`config.mk`:
```
export PLATFORM = sky130hd
export DESIGN_NAME = frac_mclk_div
export DESIGN_NICKNAME = d
export VERILOG_FILES = /design/src/rtl/frac_mclk_div.sv
export SDC_FILE = /design/constraint.sdc
export NUM_CORES = 1
export LEC_CHECK = 0
export BUFFER_PORTS_ARGS = -buffer_cell sky130_fd_sc_hd__buf_2
export CAP_MARGIN = 20
export CORE_MARGIN = 10
export CORE_UTILIZATION = 45
export DETAILED_ROUTE_END_ITERATION = 7
export SLEW_MARGIN = 20
export SYNTH_ARGS = -nofsm -noshare
export SYNTH_HDL_FRONTEND = slang
export SYNTH_SLANG_ARGS = --single-unit
export TNS_END_PERCENT = 100
```
`constraint.sdc`:
```
create_clock -name clk -period 5.1 [get_ports clk]
set_clock_uncertainty 0.1 [all_clocks]
set_input_delay 0.765 -clock clk [delete_from_list [all_inputs] [get_ports clk]]
set_output_delay 0.765 -clock clk [all_outputs]
set_load 0.1 [all_outputs]
```
`src/rtl/frac_mclk_div.sv`:
```
module frac_mclk_div #(
  parameter int FRACT_W   = 9,
  parameter int DIV_W     = 13,
  parameter int BDIV_W    = 8,
  parameter int FRACT_MAX = 256,
  parameter int DIV_MAX   = 4096
) (
  input  logic               clk,
  input  logic               rst_n,
  input  logic               en,
  input  logic               ratio_wr,
  input  logic [FRACT_W-1:0] fract_in,
  input  logic [DIV_W-1:0]   divide_in,
  input  logic [BDIV_W-1:0]  bdiv_code,
  output logic               mclk_en,
  output logic               bclk,
  output logic               bclk_en,
  output logic               upd_done
);

  localparam int ACC_W = DIV_W + 1;
  localparam logic [FRACT_W-1:0] F_LIM = FRACT_W'(FRACT_MAX);
  localparam logic [DIV_W-1:0]   D_LIM = DIV_W'(DIV_MAX);

  logic [FRACT_W-1:0] act_f, pend_f;
  logic [DIV_W-1:0]   act_d, pend_d;
  logic               pend_v;
  logic [ACC_W-1:0]   acc;
  logic [BDIV_W-1:0]  bcnt;

  wire [ACC_W-1:0] sum   = acc + ACC_W'(act_f);
  wire             wrap  = en && (sum >= ACC_W'(act_d));
  wire             wr_ok = ratio_wr && (fract_in != '0) && (divide_in != '0) &&
                           (fract_in <= F_LIM) && (divide_in <= D_LIM) &&
                           (ACC_W'(fract_in) <= ACC_W'(divide_in));
  wire             apply = pend_v && !wr_ok && (wrap || !en);

  always_ff @(posedge clk) begin
    if (!rst_n) begin
      act_f    <= FRACT_W'(1);
      act_d    <= DIV_W'(1);
      pend_f   <= '0;
      pend_d   <= '0;
      pend_v   <= 1'b0;
      acc      <= '0;
      mclk_en  <= 1'b0;
      bcnt     <= '0;
      bclk     <= 1'b0;
      bclk_en  <= 1'b0;
      upd_done <= 1'b1;
    end else begin
      mclk_en <= wrap;
      bclk_en <= 1'b0;
      if (en) acc <= wrap ? (sum - ACC_W'(act_d)) : sum;
      if (wr_ok) begin
        pend_f   <= fract_in;
        pend_d   <= divide_in;
        pend_v   <= 1'b1;
        upd_done <= 1'b0;
      end else if (apply) begin
        act_f    <= pend_f;
        act_d    <= pend_d;
        pend_v   <= 1'b0;
        acc      <= '0;
        upd_done <= 1'b1;
      end
      if (wrap) begin
        if (bcnt >= bdiv_code) begin
          bcnt    <= '0;
          bclk    <= ~bclk;
          bclk_en <= ~bclk;
        end else begin
          bcnt <= bcnt + 1'b1;
        end
      end
    end
  end


  upd_clr_chk: assert property (@(posedge clk) disable iff (!rst_n)
    wr_ok |=> !upd_done);


  gate_mclk_chk: assert property (@(posedge clk) disable iff (!rst_n)
    !en |=> !mclk_en);


  gate_bclk_chk: assert property (@(posedge clk) disable iff (!rst_n)
    !en |=> $stable(bclk));


  bclk_step_chk: assert property (@(posedge clk) disable iff (!rst_n)
    (bclk != $past(bclk)) |-> mclk_en);


  bclk_rise_chk: assert property (@(posedge clk) disable iff (!rst_n)
    bclk_en |-> (bclk && !$past(bclk)));


  reject_hold_chk: assert property (@(posedge clk) disable iff (!rst_n)
    (ratio_wr && !wr_ok && !pend_v) |=> $stable(upd_done));


  acc_range_chk: assert property (@(posedge clk) disable iff (!rst_n)
    acc < ACC_W'(act_d));

endmodule

```
[Word-level counts from Yosys, hierarchy flattened]
Cells that the tools add are included.
Storage, ports and cells
  bits in registers: 71
  input bits: 34
  output and inout bits: 4
  logic and storage cells: 47
Operators by class
  add/sub/neg operators: 3
  magnitude comparators: 5
  muxes and demuxes: 9
  bitwise logic cells: 2
  reduce and logical (&&, ||, !) cells: 17
Operators with widths (count)
  14-bit 2-to-1 mux: 4
  14-bit by 9-bit adder with 14-bit output: 1
  14-bit by 13-bit >= comparator with 1-bit output: 1
  14-bit by 13-bit subtractor with 14-bit output: 1
  13-bit less-or-equal comparator (second input constant): 1
  9-bit by 13-bit less-or-equal comparator with 1-bit output: 1
  13-bit nonzero test: 1
  9-bit less-or-equal comparator (second input constant): 1
  9-bit nonzero test: 1
  8-bit by 1-bit adder with 8-bit output (second input constant): 1
  8-bit >= comparator: 1
  1-bit logical AND: 8
  8-bit 2-to-1 mux: 1
  1-bit 2-to-1 mux: 4
  2-bit AND reduction: 2
  3-bit AND reduction: 1
  1-bit zero test: 2
  1-bit inverter: 2
  2-bit nonzero test: 1
  1-bit logical OR: 1

[Logic depth before layout (Yosys ltp)]
  depth after elaboration: 11
  depth in mapped cells: 18
  gate-level depth less buffers: 16

[Worst setup path before layout]
OpenSTA, ideal clock, no wires.
  path kind: flip-flop to flip-flop
  start point: reg act_f[0]
  end point: reg acc[0]
  setup time: 86 ps
  data arrival time: 3579 ps
  required time: 4914 ps
  path slack: 1336 ps
  cell stages (with the launch flop): 18
  path buffers: 1
  clock period less this slack: 3764 ps
  cell sequence: dfxtp_1 ha_1 inv_1 fa_1 nor2b_1 o31ai_1 a211oi_1 o21ai_0 xnor2_1 ha_1 clkbuf_1 nand4_1 nor3_1 a211oi_1 a21oi_2 nor3_4 mux2_2 a211oi_1
On the way
  word-level cells in the longest chain between the ends: 7
  elaborated cells on any way between the ends: 10
  classes of those cells: add/sub: 2; order compare: 1; mux: 4; reduce/logical: 3
RTL lines
  from (decl): RTL line 25  | logic [FRACT_W-1:0] act_f, pend_f;
  from (signal assigned): RTL line 61  | act_f <= pend_f;
  14-bit by 9-bit adder with 14-bit output *: RTL line 31  | wire [ACC_W-1:0] sum = acc + ACC_W'(act_f);
  14-bit by 13-bit >= comparator with 1-bit output: RTL line 32  | wire wrap = en && (sum >= ACC_W'(act_d));
  1-bit logical AND: RTL line 32
  14-bit 2-to-1 mux / 1-bit logical OR (equally long branches): RTL line 54, 36
  14-bit 2-to-1 mux / 1-bit logical AND (equally long branches): RTL line 54, 36
  14-bit 2-to-1 mux: RTL line 60  | end else if (apply) begin
  14-bit 2-to-1 mux *: RTL line 55  | if (wr_ok) begin
  to (signal assigned): RTL line 54  | if (en) acc <= wrap ? (sum - ACC_W'(act_d)) : sum;
  to (decl): RTL line 28  | logic [ACC_W-1:0] acc;
Mark *: on every way between the ends. The rest lies on a longest branch, timed or not.
A chain may end at the register's enable or synchronous reset.

[Worst setup path in the final report]
  start point: reg act_f[0]
  end point: reg act_d[8]
On the way
  word-level cells in the longest chain between the ends: 6
RTL lines
  14-bit by 9-bit adder with 14-bit output: RTL line 31
  14-bit by 13-bit >= comparator with 1-bit output: RTL line 32
  1-bit logical AND: RTL line 32
  1-bit logical OR: RTL line 36  | wire apply = pend_v && !wr_ok && (wrap || !en);
  1-bit logical AND: RTL line 36
  2-bit AND reduction (no line)
  to (signal assigned): RTL line 62  | act_d <= pend_d;
  to (decl): RTL line 26  | logic [DIV_W-1:0] act_d, pend_d;
Every way passes these cells.

==> metrics.csv <==
stage;metric;value;unit
run_status;outcome;finished clean;
sta;Tightest Pin Transition;1026;ps
worst_hold_path;Hold Path Class;register to register;
cts;clock buffer depth;2;
synth;synthesized flop and latch total;71;
sta;Worst Hold Slack;363.6;ps
floorplanning;core area;10180;sq um
synth;syn nets;614;
flow_run;Max Cap Viol;0;
power_and_ir_drop;sequential share of power;29.4;%
synth;cell accounting for the most synthesized area;dfxtp_1;
synth;Post-synth top flop;dfxtp_1;
critical_path;Worst Path Class, Setup;register to register;
cts;clk slew on worst S/H paths;80;ps
sta;min Tclk post-route;4388;ps
synth;Cells after Synth;538;
route;DRC Markers;0;
synth;Mapped Area;4643;sq um
grt;total congestion overflow;0;
final_layout;most frequent cells in the layout;71 x dfxtp_1, 56 x nand2_1, 53 x mux2i_1;
critical_path;CP max FO;14;
power_and_ir_drop;clock power share;22.5;%
cts;H-tree depth;3;
cts;CTS tree;built;
cts;Hold-fix buffers, CTS;0;
route;via count;3900;
final_layout;layout cell share with drive strength beyond 1;14.81;%
grt;total global-route track usage;14.87;%
place;Detail Placement HPWL;8501;um
power_and_ir_drop;cell internal pwr;0.001342;W
power_and_ir_drop;Comb pwr share;48.1;%
sta;RSZ-0062 raised after global routing;false;
critical_path;crit path capture type;register;
sta;Final period util;86.05;%
synth;post-synthesis sequential area ratio;30.61;%
sta;max-slew violations;0;
route;Via density;5.493;
power_and_ir_drop;static leakage;2.022;nW
synth;top-area cell type share of the netlist area;30.61;%
cts;Num CTS Buffers;9;
power_and_ir_drop;VDD IR-drop max;0.1830;mV
grt;initial antenna violation count;0;
critical_path;Critical Path AT;4560;ps
sta;relative max-transition margin;31.55;%
critical_path;type of origin of the critical path;register;
route;DR iter-0 viols;188;
grt;first-pass GRT wire length;18280;um
place;PortBufs;37;
synth;main area contributors after synthesis;dfxtp_1 31%, mux2i_1 11%, ha_1 11%;
synth;synth warn;0;
grt;vias in the first global route;3796;
cts;CTS root buf;clkbuf_8;
cts;Post-CTS Setup Bufs;0;
route;number of antenna-violating nets in the routed design;0;
floorplanning;num rows;37;
floorplanning;die area;14780;sq um
critical_path;CP Data Required Time;5270;ps
floorplanning;Die Y;121.6;um
route;DRT Wirelength;10750;um
synth;ys async rst share;0;%
final_layout;diode count;0;
place;placed inst area;4937;sq um
sta;final total negative setup slack;0;ps
synth;synth unique cells;62;
synth;mean cell area of the mapped netlist;8.630;sq um
sta;endpoints failing setup;0;
floorplanning;num ports;38;
final_layout;commonest non-fill, non-tap cell in the layout;dfxtp_1;
final_layout;Final Non-Filler Cells;710;
final_layout;synthesis-to-layout area growth;11.10;%
place;RD Place Congestion;0.8773;
power_and_ir_drop;Net Sw Frac;39.24;%
cts;post-cts resize count;0;
final_layout;Finished Core Util;50.65;%
place;DP Cell Count;694;
grt;largest net degree at the start of global routing;52;
cts;TritonCTS Sinks;71;
cts;clk_lat worst skew;340;ps
final_layout;fin area;5159;sq um
floorplanning;initial cell density of the core;45.59;%
power_and_ir_drop;sw power;0.0008665;W
floorplanning;Die X;121.6;um
sta;Final Hold Vio Count;0;
power_and_ir_drop;total power density per cell area;428.0;nW/um^2
route;wire per inst;15.14;um
final_layout;nets;645;
final_layout;fill count;992;
sta;FMAX;0.2279;GHz
synth;Post-synth EDFFs;0;
route;DR pass1 iterations;5;
==> per-stage QoR <==
step / power, W / worst slack (ps)
global route: 0.002362 / 300.5
finish: 0.002208 / 711.6
CTS: 0.002214 / 689.0
floorplan: 0.001515 / 1336
detailed placement: 0.001714 / 696.2
global placement: 0.001702 / 881.9
==> cells by family (layout without fill, tap and decap cells) <==
group / after synthesis / after routing / synth area share, %
flops: 71 / 71 / 30.61
mux: 54 / 54 / 11.67
buf+inv: 64 / 100 / 5.928
compound gates: 112 / 112 / 18.00
xor+xnor: 21 / 21 / 4.123
fa+ha+maj: 42 / 42 / 11.64
simple gates: 174 / 174 / 18.03
==> path summary, 6_finish.rpt <==
check | start | endpoint | depth (start not counted) | slack, ps
max | act_f[0] | act_d[8] | 17 | 710
min | pend_d[12] | act_d[12] | 2 | 360
max reg2reg | act_f[0] | act_d[8] | 17 | 710
min reg2reg | pend_d[12] | act_d[12] | 2 | 360
==> power by group through the flow <==
stage | clock network (W) | registers, W | logic (W)
final | 0.000497 | 0.000650 | 0.00106
after global routing | 0.000535 | 0.000659 | 0.00117
after CTS | 0.000505 | 0.000650 | 0.00106
after detailed placement | 0 | 0.000663 | 0.00105
after global placement | 0 | 0.000661 | 0.00104
after floorplan | 0 | 0.000667 | 0.000848
==> sequential cells by signal (all words and copies together) (netlist names) <==
name      count
acc          14
act_d        13
pend_d       13
act_f         9
pend_f        9
bcnt          8
bclk          1
bclk_en       1
mclk_en       1
pend_v        1
upd_done      1
==> worst max-delay path, stage by stage (launching register included) <==
cell and delay [ps]:
dfxtp_1 350, ha_1 210, inv_1 70, fa_1 400
nor2b_1 160, o31ai_1 130, a211oi_1 290, o21ai_0 140
xnor2_1 160, ha_1 420, nand4_1 130, nor3_1 200
a211oi_1 80, a21oi_2 360, nor4_4 110, nor3_4 410
buf_4 350, mux2i_1 220
==> synth_stat cells (4+ instances only) <==
master,count
a211oi_1,9
a211oi_2,10
a21o_1,4
a21oi_1,31
a31oi_1,5
buf_2,4
clkbuf_1,14
dfxtp_1,71
ha_1,40
inv_1,40
mux2i_1,53
nand2_1,56
nand2b_1,7
nand3_1,9
nand4_1,8
nor2_1,49
nor2b_1,4
nor3_1,15
nor4_1,8
o21a_1,7
o21ai_0,12
o22ai_1,6
o31ai_1,4
or3_1,5
xnor2_1,15
xor2_1,5
==> final cells by class <==
| class | instances | area (sq um) | share of cell area [%] |
|---|---|---|---|
| inverter | 40 | 150.1 | 2.911 |
| tap | 136 | 170.2 | 3.299 |
| clock buffer | 10 | 127.6 | 2.474 |
| sequential | 71 | 1421 | 27.55 |
| multi-input combinational | 403 | 2958 | 57.34 |
| timing repair buffer | 44 | 237.7 | 4.608 |
| clock inverter | 6 | 93.84 | 1.819 |
==> metal layers <==
layer	GRT usage, %	up-vias	wire length, um
met2	22.90	99	4770
li1	-	1972	-
met1	20.30	1812	5320
met5	0	-	0
met4	4.620	0	150
met3	3.238	17	510
(Power assumes the default switching activity.)
